==> src/rtl/wds_pkg.sv <==
package wds_pkg;
  typedef enum logic [1:0] {
    WS_EXAM = 2'd0,
    WS_WAIT = 2'd1,
    WS_ROT  = 2'd2
  } wds_state_e;

  localparam logic INV_STEP_UP = 1'b1;
endpackage

==> src/rtl/wds_queue.sv <==
module wds_queue #(
  parameter int DEPTH = 4,
  parameter int ID_W  = 4,
  parameter int WG_W  = 8,
  localparam int PTR_W = (DEPTH > 1) ? $clog2(DEPTH) : 1,
  localparam int CNT_W = $clog2(DEPTH + 1)
) (
  input  logic             clk,
  input  logic             rst_n,
  input  logic             push_i,
  input  logic [ID_W-1:0]  push_id_i,
  input  logic [WG_W-1:0]  push_wg_i,
  input  logic             push_acq_i,
  input  logic             pop_i,
  input  logic             rot_i,
  input  logic             upd_i,
  input  logic [WG_W-1:0]  upd_wg_i,
  output logic [ID_W-1:0]  head_id_o,
  output logic [WG_W-1:0]  head_wg_o,
  output logic             head_acq_o,
  output logic             head_lch_o,
  output logic [CNT_W-1:0] count_o
);
  logic [PTR_W-1:0] head_q, tail_q;
  logic [CNT_W-1:0] count_q;

  logic [ID_W-1:0] id_v  [DEPTH];
  logic [WG_W-1:0] wg_v  [DEPTH];
  logic            acq_v [DEPTH];
  logic            lch_v [DEPTH];

  function automatic logic [PTR_W-1:0] ptr_inc(input logic [PTR_W-1:0] p);
    return (p == PTR_W'(DEPTH - 1)) ? '0 : p + 1'b1;
  endfunction

  assign head_id_o  = id_v[head_q];
  assign head_wg_o  = wg_v[head_q];
  assign head_acq_o = acq_v[head_q];
  assign head_lch_o = lch_v[head_q];
  assign count_o    = count_q;

  for (genvar g = 0; g < DEPTH; g++) begin : g_slot
    logic [ID_W-1:0] id_r;
    logic [WG_W-1:0] wg_r;
    logic            acq_r, lch_r;
    always_ff @(posedge clk) begin
      if (!rst_n) begin
        id_r <= '0; wg_r <= '0; acq_r <= 1'b0; lch_r <= 1'b0;
      end else if (push_i && tail_q == PTR_W'(g)) begin
        id_r <= push_id_i; wg_r <= push_wg_i; acq_r <= push_acq_i; lch_r <= 1'b0;
      end else if (rot_i && tail_q == PTR_W'(g)) begin
        id_r <= head_id_o; wg_r <= head_wg_o; acq_r <= head_acq_o; lch_r <= head_lch_o;
      end else if (upd_i && head_q == PTR_W'(g)) begin
        wg_r  <= upd_wg_i;
        lch_r <= 1'b1;
      end
    end
    assign id_v[g]  = id_r;
    assign wg_v[g]  = wg_r;
    assign acq_v[g] = acq_r;
    assign lch_v[g] = lch_r;
  end

  always_ff @(posedge clk) begin
    if (!rst_n) begin
      head_q  <= '0;
      tail_q  <= '0;
      count_q <= '0;
    end else begin
      if (push_i || rot_i) tail_q <= ptr_inc(tail_q);
      if (pop_i  || rot_i) head_q <= ptr_inc(head_q);
      count_q <= count_q + CNT_W'(push_i) - CNT_W'(pop_i);
    end
  end

  // never written past capacity
  a_r1_no_overflow: assert property (@(posedge clk) disable iff (!rst_n)
    push_i |-> (count_q < CNT_W'(DEPTH)));
  // rotation needs an entry and excludes a launch write
  a_r5_rot_legal: assert property (@(posedge clk) disable iff (!rst_n)
    rot_i |-> (count_q != '0) && !push_i && !pop_i);
  // removal only from a non-empty queue
  a_r7_pop_nonempty: assert property (@(posedge clk) disable iff (!rst_n)
    pop_i |-> (count_q != '0));
endmodule

==> src/rtl/wds_inv_track.sv <==
module wds_inv_track
  import wds_pkg::*;
#(
  parameter int ID_W  = 4,
  parameter int INV_W = 4,
  localparam int N_ID = 1 << ID_W
) (
  input  logic            clk,
  input  logic            rst_n,
  input  logic            upd_v_i,
  input  logic [ID_W-1:0] upd_id_i,
  input  logic            upd_up_i,
  output logic [N_ID-1:0] busy_o,
  output logic            zero_hit_o
);
  logic [INV_W-1:0] cnt_v [N_ID];

  for (genvar g = 0; g < N_ID; g++) begin : g_ctr
    logic [INV_W-1:0] cnt_r;
    logic             hit;
    assign hit = upd_v_i && (upd_id_i == ID_W'(g));
    always_ff @(posedge clk) begin
      if (!rst_n)                         cnt_r <= '0;
      else if (hit && upd_up_i == INV_STEP_UP) cnt_r <= cnt_r + 1'b1;
      else if (hit)                       cnt_r <= cnt_r - 1'b1;
    end
    assign cnt_v[g]  = cnt_r;
    assign busy_o[g] = (cnt_r != '0);
  end

  assign zero_hit_o = upd_v_i && (upd_up_i != INV_STEP_UP) &&
                      (cnt_v[upd_id_i] == INV_W'(1));

  // input contract, counter never stepped below zero
  a_r10_no_underflow: assert property (@(posedge clk) disable iff (!rst_n)
    (upd_v_i && upd_up_i != INV_STEP_UP) |-> busy_o[upd_id_i]);
  // input contract, counter never wraps upward
  a_r10_no_wrap: assert property (@(posedge clk) disable iff (!rst_n)
    (upd_v_i && upd_up_i == INV_STEP_UP) |-> (cnt_v[upd_id_i] != '1));
endmodule

==> src/rtl/wds_walker.sv <==
module wds_walker
  import wds_pkg::*;
#(
  parameter int DEPTH = 4,
  parameter int ID_W  = 4,
  parameter int WG_W  = 8,
  localparam int CNT_W = $clog2(DEPTH + 1)
) (
  input  logic             clk,
  input  logic             rst_n,
  input  logic [CNT_W-1:0] count_i,
  input  logic [ID_W-1:0]  head_id_i,
  input  logic [WG_W-1:0]  head_wg_i,
  input  logic             head_acq_i,
  input  logic             head_lch_i,
  input  logic             head_busy_i,
  input  logic             trig_i,
  input  logic             wg_ack_i,
  input  logic             wg_nack_i,
  output logic             wg_req_o,
  output logic [ID_W-1:0]  wg_req_id_o,
  output logic             rot_o,
  output logic             pop_o,
  output logic             upd_o,
  output logic [WG_W-1:0]  upd_wg_o,
  output logic             lch_o,
  output logic [ID_W-1:0]  lch_id_o
);
  wds_state_e       st_q, st_d;
  logic [CNT_W-1:0] fail_q;
  logic             lch_q;
  logic [ID_W-1:0]  lch_id_q;
  logic             walking;

  assign walking = (count_i > fail_q);

  always_comb begin
    st_d     = st_q;
    wg_req_o = 1'b0;
    rot_o    = 1'b0;
    pop_o    = 1'b0;
    upd_o    = 1'b0;
    upd_wg_o = head_wg_i - 1'b1;
    unique case (st_q)
      WS_EXAM: begin
        if (walking) st_d = (head_acq_i && head_busy_i) ? WS_ROT : WS_WAIT;
      end
      WS_WAIT: begin
        wg_req_o = 1'b1;
        if (wg_ack_i) begin
          upd_o = 1'b1;
          if (head_wg_i == WG_W'(1)) begin
            pop_o = 1'b1;
            st_d  = WS_EXAM;
          end
        end else if (wg_nack_i) begin
          st_d = WS_ROT;
        end
      end
      WS_ROT: begin
        rot_o = 1'b1;
        st_d  = WS_EXAM;
      end
      default: st_d = WS_EXAM;
    endcase
  end

  assign wg_req_id_o = head_id_i;

  always_ff @(posedge clk) begin
    if (!rst_n) begin
      st_q     <= WS_EXAM;
      fail_q   <= '0;
      lch_q    <= 1'b0;
      lch_id_q <= '0;
    end else begin
      st_q <= st_d;
      if (trig_i)     fail_q <= '0;
      else if (rot_o) fail_q <= fail_q + 1'b1;
      lch_q    <= wg_req_o && wg_ack_i && !head_lch_i;
      lch_id_q <= head_id_i;
    end
  end

  assign lch_o    = lch_q;
  assign lch_id_o = lch_id_q;

  // request held until answered
  a_r4_req_hold: assert property (@(posedge clk) disable iff (!rst_n)
    (wg_req_o && !wg_ack_i && !wg_nack_i) |=> (wg_req_o && $stable(wg_req_id_o)));
  // input contract on the response pins
  a_r4_resp_legal: assert property (@(posedge clk) disable iff (!rst_n)
    (wg_ack_i || wg_nack_i) |-> (wg_req_o && !(wg_ack_i && wg_nack_i)));
  // a fresh request never starts for a gated kernel
  a_r2_gate: assert property (@(posedge clk) disable iff (!rst_n)
    $rose(wg_req_o) |-> !($past(head_acq_i) && $past(head_busy_i)));
  // launch pulse follows a grant
  a_r6_after_grant: assert property (@(posedge clk) disable iff (!rst_n)
    lch_o |-> $past(wg_ack_i));
  // failures in a pass never exceed the queue capacity
  always_comb begin
    if (rst_n) a_r8_fail_bound: assert (fail_q <= CNT_W'(DEPTH));
  end
endmodule

==> src/rtl/wg_dispatch_sched.sv <==
module wg_dispatch_sched #(
  parameter int DEPTH  = 4,
  parameter int ID_W   = 4,
  parameter int WG_W   = 8,
  parameter int INV_W  = 4,
  parameter int STAT_W = 32
) (
  input  logic              clk,
  input  logic              rst_n,
  input  logic              lq_valid_i,
  output logic              lq_ready_o,
  input  logic [ID_W-1:0]   lq_id_i,
  input  logic [WG_W-1:0]   lq_wg_i,
  input  logic              lq_acq_i,
  input  logic              inv_valid_i,
  input  logic [ID_W-1:0]   inv_id_i,
  input  logic              inv_up_i,
  input  logic              slot_freed_i,
  output logic              wg_req_o,
  output logic [ID_W-1:0]   wg_req_id_o,
  input  logic              wg_ack_i,
  input  logic              wg_nack_i,
  output logic              kern_launched_o,
  output logic [ID_W-1:0]   kern_launched_id_o,
  output logic [STAT_W-1:0] wait_cycles_o
);
  localparam int CNT_W = $clog2(DEPTH + 1);
  localparam int N_ID  = 1 << ID_W;

  logic [CNT_W-1:0] count;
  logic [ID_W-1:0]  head_id;
  logic [WG_W-1:0]  head_wg, upd_wg;
  logic             head_acq, head_lch;
  logic             push, pop, rot, upd, trig, zero_hit;
  logic [N_ID-1:0]  busy;
  logic [STAT_W-1:0] stat_q;

  assign lq_ready_o = (count < CNT_W'(DEPTH)) && !rot;
  assign push       = lq_valid_i && lq_ready_o;
  assign trig       = push || zero_hit || slot_freed_i;

  wds_queue #(.DEPTH(DEPTH), .ID_W(ID_W), .WG_W(WG_W)) queue_i (
    .clk(clk), .rst_n(rst_n),
    .push_i(push), .push_id_i(lq_id_i), .push_wg_i(lq_wg_i), .push_acq_i(lq_acq_i),
    .pop_i(pop), .rot_i(rot), .upd_i(upd), .upd_wg_i(upd_wg),
    .head_id_o(head_id), .head_wg_o(head_wg), .head_acq_o(head_acq),
    .head_lch_o(head_lch), .count_o(count)
  );

  wds_inv_track #(.ID_W(ID_W), .INV_W(INV_W)) inv_i (
    .clk(clk), .rst_n(rst_n),
    .upd_v_i(inv_valid_i), .upd_id_i(inv_id_i), .upd_up_i(inv_up_i),
    .busy_o(busy), .zero_hit_o(zero_hit)
  );

  wds_walker #(.DEPTH(DEPTH), .ID_W(ID_W), .WG_W(WG_W)) walk_i (
    .clk(clk), .rst_n(rst_n),
    .count_i(count), .head_id_i(head_id), .head_wg_i(head_wg),
    .head_acq_i(head_acq), .head_lch_i(head_lch), .head_busy_i(busy[head_id]),
    .trig_i(trig), .wg_ack_i(wg_ack_i), .wg_nack_i(wg_nack_i),
    .wg_req_o(wg_req_o), .wg_req_id_o(wg_req_id_o),
    .rot_o(rot), .pop_o(pop), .upd_o(upd), .upd_wg_o(upd_wg),
    .lch_o(kern_launched_o), .lch_id_o(kern_launched_id_o)
  );

  always_ff @(posedge clk) begin
    if (!rst_n)             stat_q <= '0;
    else if (count != '0)   stat_q <= stat_q + 1'b1;
  end
  assign wait_cycles_o = stat_q;

  // statistic steps by one per pending cycle
  a_r9_stat_step: assert property (@(posedge clk) disable iff (!rst_n)
    (count != '0) |=> (wait_cycles_o == $past(wait_cycles_o) + 1'b1));
  a_r9_stat_hold: assert property (@(posedge clk) disable iff (!rst_n)
    (count == '0) |=> $stable(wait_cycles_o));
  // ready never offered at capacity
  a_r1_ready_cap: assert property (@(posedge clk) disable iff (!rst_n)
    lq_ready_o |-> (count != CNT_W'(DEPTH)));
  // input contract, a launch carries work
  a_r1_wg_nonzero: assert property (@(posedge clk) disable iff (!rst_n)
    lq_valid_i |-> (lq_wg_i != '0));
endmodule

==> config.mk <==
export PLATFORM = sky130hd
export DESIGN_NAME = wg_dispatch_sched
export DESIGN_NICKNAME = d
export VERILOG_FILES = /design/src/rtl/wds_pkg.sv /design/src/rtl/wds_queue.sv /design/src/rtl/wds_inv_track.sv /design/src/rtl/wds_walker.sv /design/src/rtl/wg_dispatch_sched.sv
export SDC_FILE = /design/constraint.sdc
export NUM_CORES = 1
export LEC_CHECK = 0
export CORE_MARGIN = 3
export CORE_UTILIZATION = 62
export CTS_BUF_LIST = sky130_fd_sc_hd__clkbuf_4
export DETAILED_ROUTE_END_ITERATION = 8
export HOLD_SLACK_MARGIN = 0.02
export MAX_ROUTING_LAYER = met4
export PLACE_DENSITY = 0.83
export SKIP_LAST_GASP = 1
export SLEW_MARGIN = 20
export SYNTH_ARGS = -nofsm -noshare
export SYNTH_HDL_FRONTEND = slang
export SYNTH_SLANG_ARGS = --single-unit
export TNS_END_PERCENT = 1
==> constraint.sdc <==
create_clock -name clk -period 3.9 [get_ports clk]
set_input_delay 0.78 -clock clk [delete_from_list [all_inputs] [get_ports clk]]
set_output_delay 0.78 -clock clk [all_outputs]
set_load 0.05 [all_outputs]
==> results.ini, run 1 <==
[placement]
dp_hpwl_mm = 16.75
portBuffers = 67
place_area_mm2 = 0.01073
gp_congestion = 0.9313
place_ws_ns = 0.3557
place_inst = 1363

[cts]
cts_tree = done
numCtsBuffers = 17
clk_path_buf_depth = 2
clk_latency_ns = 0.58
hold_buffers = 0
cts.sinks = 169
clock_tree.htree_level_count = 4
cts_setup_buffers = 0
cts.clk_slew.worst_paths_ns = 0.13
post_cts_resized = 0
cts-root-buf = clkbuf_4

[worst_setup_path]
crit_path_end_kind = output pin
r2r_cells = 12
critPathLaunch = queue_i.head_q[1]
r2r-end = queue_i.count_o[2]
critical_path.endpoint = wg_req_id_o[1]
cp.required_ns = 3.12
critPathMaxFanout = 8
critPathLaunchType = flip-flop
reg2reg_from = queue_i.head_q[1]
worstPathArrival_ns = 3.01
rrSetupSlack_ns = 0.63
path_class = reg -> out

[synth]
synth_top_area_cell = dfxtp_1
syn_area_mm2 = 0.009789
synthArstFlopShare = 0
avgSynthCellArea_um2 = 8.811
synth_edf_count = 0
synth.ff_latch_count = 169
yosys-top-cells-area = dfxtp_1, ha_1, xnor2_1
synth_nets = 1202
ys_seq_area_frac = 0.3456
synth_cell_types = 59
syn_inst = 1111
synth_flop_cell = dfxtp_1
yosys_warnings = 0
synth_top_area_frac = 0.3456

[die]
core-area_mm2 = 0.01531
die_area_mm2 = 0.01733
num_rows = 45
die_h_um = 131.7
start_util = 0.6392
ioPinCount = 68
die-width_um = 131.7

[grt]
grt_antenna_before_repair = 1
grt_pass1_vias = 8063
grt_max_degree = 47
grt_pass1_wl_mm = 39.37
grt_usage = 0.2821
overflow = 0

[sta]
slew_violations = 0
rsz0062_at_grt = false
fin_tns_setup_ns = 0
setup_viol = 0
fin_skew_ns = 0.02373
layout_setup_ws_ns = 0.1055
period_needed_ns = 3.795
max_freq_ghz = 0.2635
finalHoldViolations = 0
worstMarginPinSlew_ns = 0.8629
slew_headroom = 0.4166
period_share = 0.9730

[hold_path]
worstHoldPathType = reg -> reg

[power_and_ir_drop]
p_leak_nw = 4.186
power.density_mw_per_mm2 = 475.5
seqPwrFrac = 0.379
intPower_mw = 3.247
swShare = 0.3816
clock_power_share = 0.212
switchingPower_mw = 2.004
combPwrFrac = 0.409
ir_worst_vdd_mv = 0.3317

[route]
drc_errors = 0
via_per_inst = 6.085
wire_per_inst_um = 17.01
drt_pre_antenna_iters = 6
drt-initial-drc-count = 709
routed_wl_mm = 23.71
num_vias = 8482
final_antenna_net_count = 0

[cells_and_area]
area_growth_pct = 12.79
layout.nets = 1262
stdcell_count = 1394
fin_util = 0.7210
design_area_mm2 = 0.01104
drive_gt1_frac = 0.07614

[outcome]
run_status = finished clean

[flow_run]
maxCapViolCount = 0

cell usage after synthesis, types with 9 or more instances:
cell type and number:
a211oi_1 17, a21o_1 17, a21oi_1 69, a22oi_1 11, a311oi_1 16, and3_1 9, clkbuf_1 48, dfxtp_1 169
fa_1 17, ha_1 49, inv_1 17, mux2i_1 27, mux4_2 16, nand2_1 120, nand3_1 29, nor2_1 146
nor3_1 10, nor4_1 16, nor4b_1 20, o211ai_1 20, o21ai_0 19, o22ai_1 9, or3_1 17, xnor2_1 65
xor2_1 51
registers in the layout, summed over array words and instances (netlist names):
signal,cells
wait_cycles_o,32
walk_i.lch_o,1
queue_i.g_slot.id_r,16
queue_i.count_o,3
queue_i.g_slot.acq_r,4
walk_i.st_q,2
queue_i.tail_q,2
queue_i.g_slot.lch_r,4
walk_i.fail_q,3
queue_i.g_slot.wg_r,32
queue_i.head_q,2
walk_i.lch_id_o,4
inv_i.g_ctr.cnt_r,64
power by group through the flow:
stage	registers [mW]	logic [mW]	clock network, mW
6_report	1.99	2.15	1.11
5_1_grt	2.01	2.34	1.20
4_1_cts	1.98	2.11	1.14
3_5_place_dp	2.02	2.10	0
3_3_place_gp	2.02	2.04	0
2_1_floorplan	2.04	1.61	0
per-stage QoR:
stage,total power [mW],hold slack [ns]
after floorplan,3.646,0.4287
after global placement,4.055,0.4388
after detailed placement,4.119,0.4430
after CTS,5.236,0.4603
after global routing,5.545,0.4765
final,5.251,0.4597
cell usage in the layout (no fill, tap or decap), types with 17 or more instances in the layout:
cell	instances
ha_1	49
nor4b_1	20
nand3_1	29
a21o_1	17
clkdlybuf4s50_1	66
fa_1	17
or3_1	17
nand2_1	120
o21ai_0	19
buf_4	36
xnor2_1	65
mux2i_1	27
nor2_1	146
o211ai_1	20
xor2_1	51
a21oi_1	69
inv_1	17
clkbuf_4	17
dfxtp_1	169
a211oi_1	17
critical path, stage by stage, from the launching register on:
cell and delay [ns]:
dfxtp_1 0.59, buf_4 0.26, buf_4 0.20, mux4_2 0.65
clkdlybuf4s50_1 0.75
cell families (layout without fill, tap and decap cells):
group	after synthesis	count (layout)	share of synthesized area
compound gates	210	210	0.1408
xor+xnor	116	116	0.1038
fa+ha+maj	66	66	0.09739
buf+inv	81	152	0.03438
flops	169	169	0.3456
mux	43	43	0.06442
other cells	0	1	0
simple gates	426	426	0.2136
routing by layer:
layer,vias up,track usage,part of all wire
met2,354,0.4467,0.47
met5,-,-,0
met4,0,0.09685,0.027
met3,75,0.06087,0.075
met1,3979,0.3604,0.43
li1,4074,-,-
final cells by class:
type / instances / area, um2
repair buffers: 103 / 943.4
fillers: 1202 / 4273
multi-input cells: 861 / 6070
inverters: 19 / 73.82
flip-flops and latches: 169 / 3383
clock inverters: 13 / 177.7
diodes: 1 / 2.502
clock buffers: 17 / 127.6
well taps: 211 / 264.0
how the worst min path moves through the flow:
stage | to | start | slack [ns] | cells after the start
after floorplan | queue_i.g_slot[1].wg_r[1] | queue_i.g_slot[1].wg_r[1] | 0.43 | 2
after global placement | queue_i.g_slot[3].wg_r[4] | queue_i.g_slot[3].wg_r[4] | 0.44 | 2
after detailed placement | queue_i.g_slot[3].wg_r[4] | queue_i.g_slot[3].wg_r[4] | 0.44 | 2
after CTS | queue_i.g_slot[3].wg_r[4] | queue_i.g_slot[3].wg_r[4] | 0.46 | 2
after global routing | queue_i.g_slot[3].wg_r[4] | queue_i.g_slot[3].wg_r[4] | 0.48 | 2
final | queue_i.g_slot[3].wg_r[1] | queue_i.g_slot[3].wg_r[1] | 0.46 | 2
No activity file was read; power rests on OpenSTA's default activity.
==> run 2, diff against run 1 <==
MAX_ROUTING_LAYER = unset   (was met4)
==> results.ini, run 2 (same netlist as run 1, synthesis figures left out) <==
[sta]
period_needed_ns = 3.775  ; -0.01921 ns
slew_headroom = 0.4074  ; -0.009190
layout_setup_ws_ns = 0.1247  ; +0.01921 ns
fin_skew_ns = 0.02558  ; +0.001854 ns
slew_violations = 0  ; unchanged
fin_tns_setup_ns = 0  ; unchanged
period_share = 0.9680  ; -0.004926
finalHoldViolations = 0  ; unchanged
rsz0062_at_grt = false
worstMarginPinSlew_ns = 0.8765  ; +0.01359 ns
setup_viol = 0  ; unchanged
max_freq_ghz = 0.2649  ; +0.51%

[grt]
grt_usage = 0.2742  ; -0.007872
grt_pass1_wl_mm = 39.36  ; about the same
grt_antenna_before_repair = 1  ; unchanged
grt-busiest-layer = met2
grt_pass1_vias = 8062  ; -0.012%
met3_usage = 0.06126  ; +0.0003828
overflow = 0  ; unchanged
use_met1 = 0.3599  ; -0.0004880
grtUsageMet2 = 0.4470  ; about the same
grt_max_degree = 47  ; unchanged

[route]
routed_wl_mm = 23.54  ; -0.71%
drt_pre_antenna_iters = 7  ; +1
wire_per_inst_um = 16.88  ; -0.71%
via_per_inst = 6.042  ; -0.71%
num_vias = 8422  ; -0.71%
drc_errors = 0  ; unchanged
drt-initial-drc-count = 757  ; +6.8%
final_antenna_net_count = 0  ; unchanged

[worst_setup_path]
rrSetupSlack_ns = 0.62  ; about the same
worstPathArrival_ns = 3.00  ; about the same
path_class = reg -> out
r2r-end = queue_i.count_o[2]
crit_path_end_kind = output pin
reg2reg_from = queue_i.head_q[1]
cp.required_ns = 3.12  ; about the same
critPathLaunchType = flip-flop
critPathMaxFanout = 8  ; unchanged
r2r_cells = 12  ; unchanged

[cts]
cts_tree = done
clk_path_buf_depth = 2  ; unchanged
cts_setup_buffers = 0  ; unchanged
cts-root-buf = clkbuf_4
cts.clk_slew.worst_paths_ns = 0.13  ; about the same
numCtsBuffers = 17  ; unchanged
cts.sinks = 169  ; unchanged
clk_latency_ns = 0.58  ; about the same
clock_tree.htree_level_count = 4  ; unchanged

[power_and_ir_drop]
combPwrFrac = 0.409  ; about the same
ir_worst_vdd_mv = 0.3312  ; -0.14%
power.density_mw_per_mm2 = 474.2  ; -0.28%
intPower_mw = 3.247  ; about the same
p_leak_nw = 4.186  ; unchanged
switchingPower_mw = 1.989  ; -0.71%
swShare = 0.3799  ; -0.001661
clock_power_share = 0.212  ; about the same
seqPwrFrac = 0.379  ; about the same

[die]
start_util = 0.6392  ; unchanged
die-width_um = 131.7  ; unchanged
num_rows = 45  ; unchanged
die_area_mm2 = 0.01733  ; unchanged
core-area_mm2 = 0.01531  ; unchanged
ioPinCount = 68  ; unchanged
die_h_um = 131.7  ; unchanged

[cells_and_area]
layout.nets = 1262  ; unchanged
drive_gt1_frac = 0.07614  ; unchanged
layout.cells.most_common_list = dfxtp_1, nor2_1, nand2_1
regMostFlops = inv_i.g_ctr.cnt_r
area_growth_pct = 12.79  ; unchanged
final_common_cell = dfxtp_1
largest_register_ffs = 64  ; unchanged

[flow_run]
maxCapViolCount = 0  ; unchanged

[hold_path]
min_path_cells = 2  ; unchanged
worstHoldPathType = reg -> reg
hold_end = queue_i.g_slot[3].wg_r[1]
hold_start = queue_i.g_slot[3].wg_r[1]

[placement]
gp_congestion = 0.9153  ; -1.7%
place_ws_ns = 0.3557  ; unchanged
portBuffers = 67  ; unchanged
dp_hpwl_mm = 16.75  ; unchanged

[outcome]
run_status = finished clean

-- run 2: cell counts in the layout (fill, tap and decap cells not counted) --
No cell type changed its count.
-- run 2: final cells by class --
class,count,area (um2)
clock buffer,17,127.6
sequential,169,3383
inverter,19,73.82
tap,211,264.0
multi-input combinational,861,6070
clock inverter,13,177.7
timing repair buffer,103,943.4
fill,1202,4273
antenna,1,2.502
-- run 2: routing by layer --
metal / vias up / share of wire
met4: 0 / 0.024
met5: - / 0
met1: 3943 / 0.43
met2: 331 / 0.47
met3: 55 / 0.081
li1: 4093 / -
-- run 2: worst max-delay path by stage --
| stage | from | end | slack [ns] | depth (start not counted) |
|---|---|---|---|---|
| 2_1_floorplan | inv_up_i | inv_i.g_ctr[2].cnt_r[3] | 0.76 | 10 |
| 3_3_place_gp | inv_valid_i | inv_i.g_ctr[8].cnt_r[3] | 0.39 | 11 |
| 3_5_place_dp | inv_id_i[0] | inv_i.g_ctr[1].cnt_r[3] | 0.36 | 9 |
| 4_1_cts | queue_i.head_q[1] | wg_req_id_o[2] | 0.07 | 4 |
| 5_1_grt | queue_i.head_q[1] | wg_req_id_o[1] | 0.04 | 4 |
| 6_report | queue_i.head_q[1] | wg_req_id_o[1] | 0.12 | 4 |
-- run 2: power by group through the flow --
stage | combinational, mW | sequential [mW] | clock [mW]
final | 2.14 | 1.99 | 1.11
after global routing | 2.34 | 2.01 | 1.20
after detailed placement | 2.10 | 2.02 | 0
after CTS | 2.11 | 1.98 | 1.14
after global placement | 2.04 | 2.02 | 0
after floorplan | 1.61 | 2.04 | 0
-- run 2: worst max-delay path, cell delays in order (launching register included) --
cell	delay, ns
dfxtp_1	0.58
buf_4	0.25
buf_4	0.20
mux4_2	0.65
clkdlybuf4s50_1	0.75
-- run 2: through the flow --
stage | power (mW) | utilization | hold WS (ns) | area (um2) | instances
6_report | 5.236 | 0.7210 | 0.4605 | 11040 | 1394
4_1_cts | 5.236 | 0.7207 | 0.4603 | 11040 | 1393
2_1_floorplan | 3.646 | - | 0.4287 | 9789 | 1111
5_1_grt | 5.545 | 0.7210 | 0.4765 | 11040 | 1394
3_3_place_gp | 4.055 | 0.7007 | 0.4388 | 10730 | 1363
3_5_place_dp | 4.119 | 0.7007 | 0.4430 | 10730 | 1363
-- run 2: what timing repair did --
item / 4_1_cts / 5_1_grt
gates resized for setup: 0 / 1
endpoints found under the setup margin: 0 / 1
hold buffers: 0 / 0
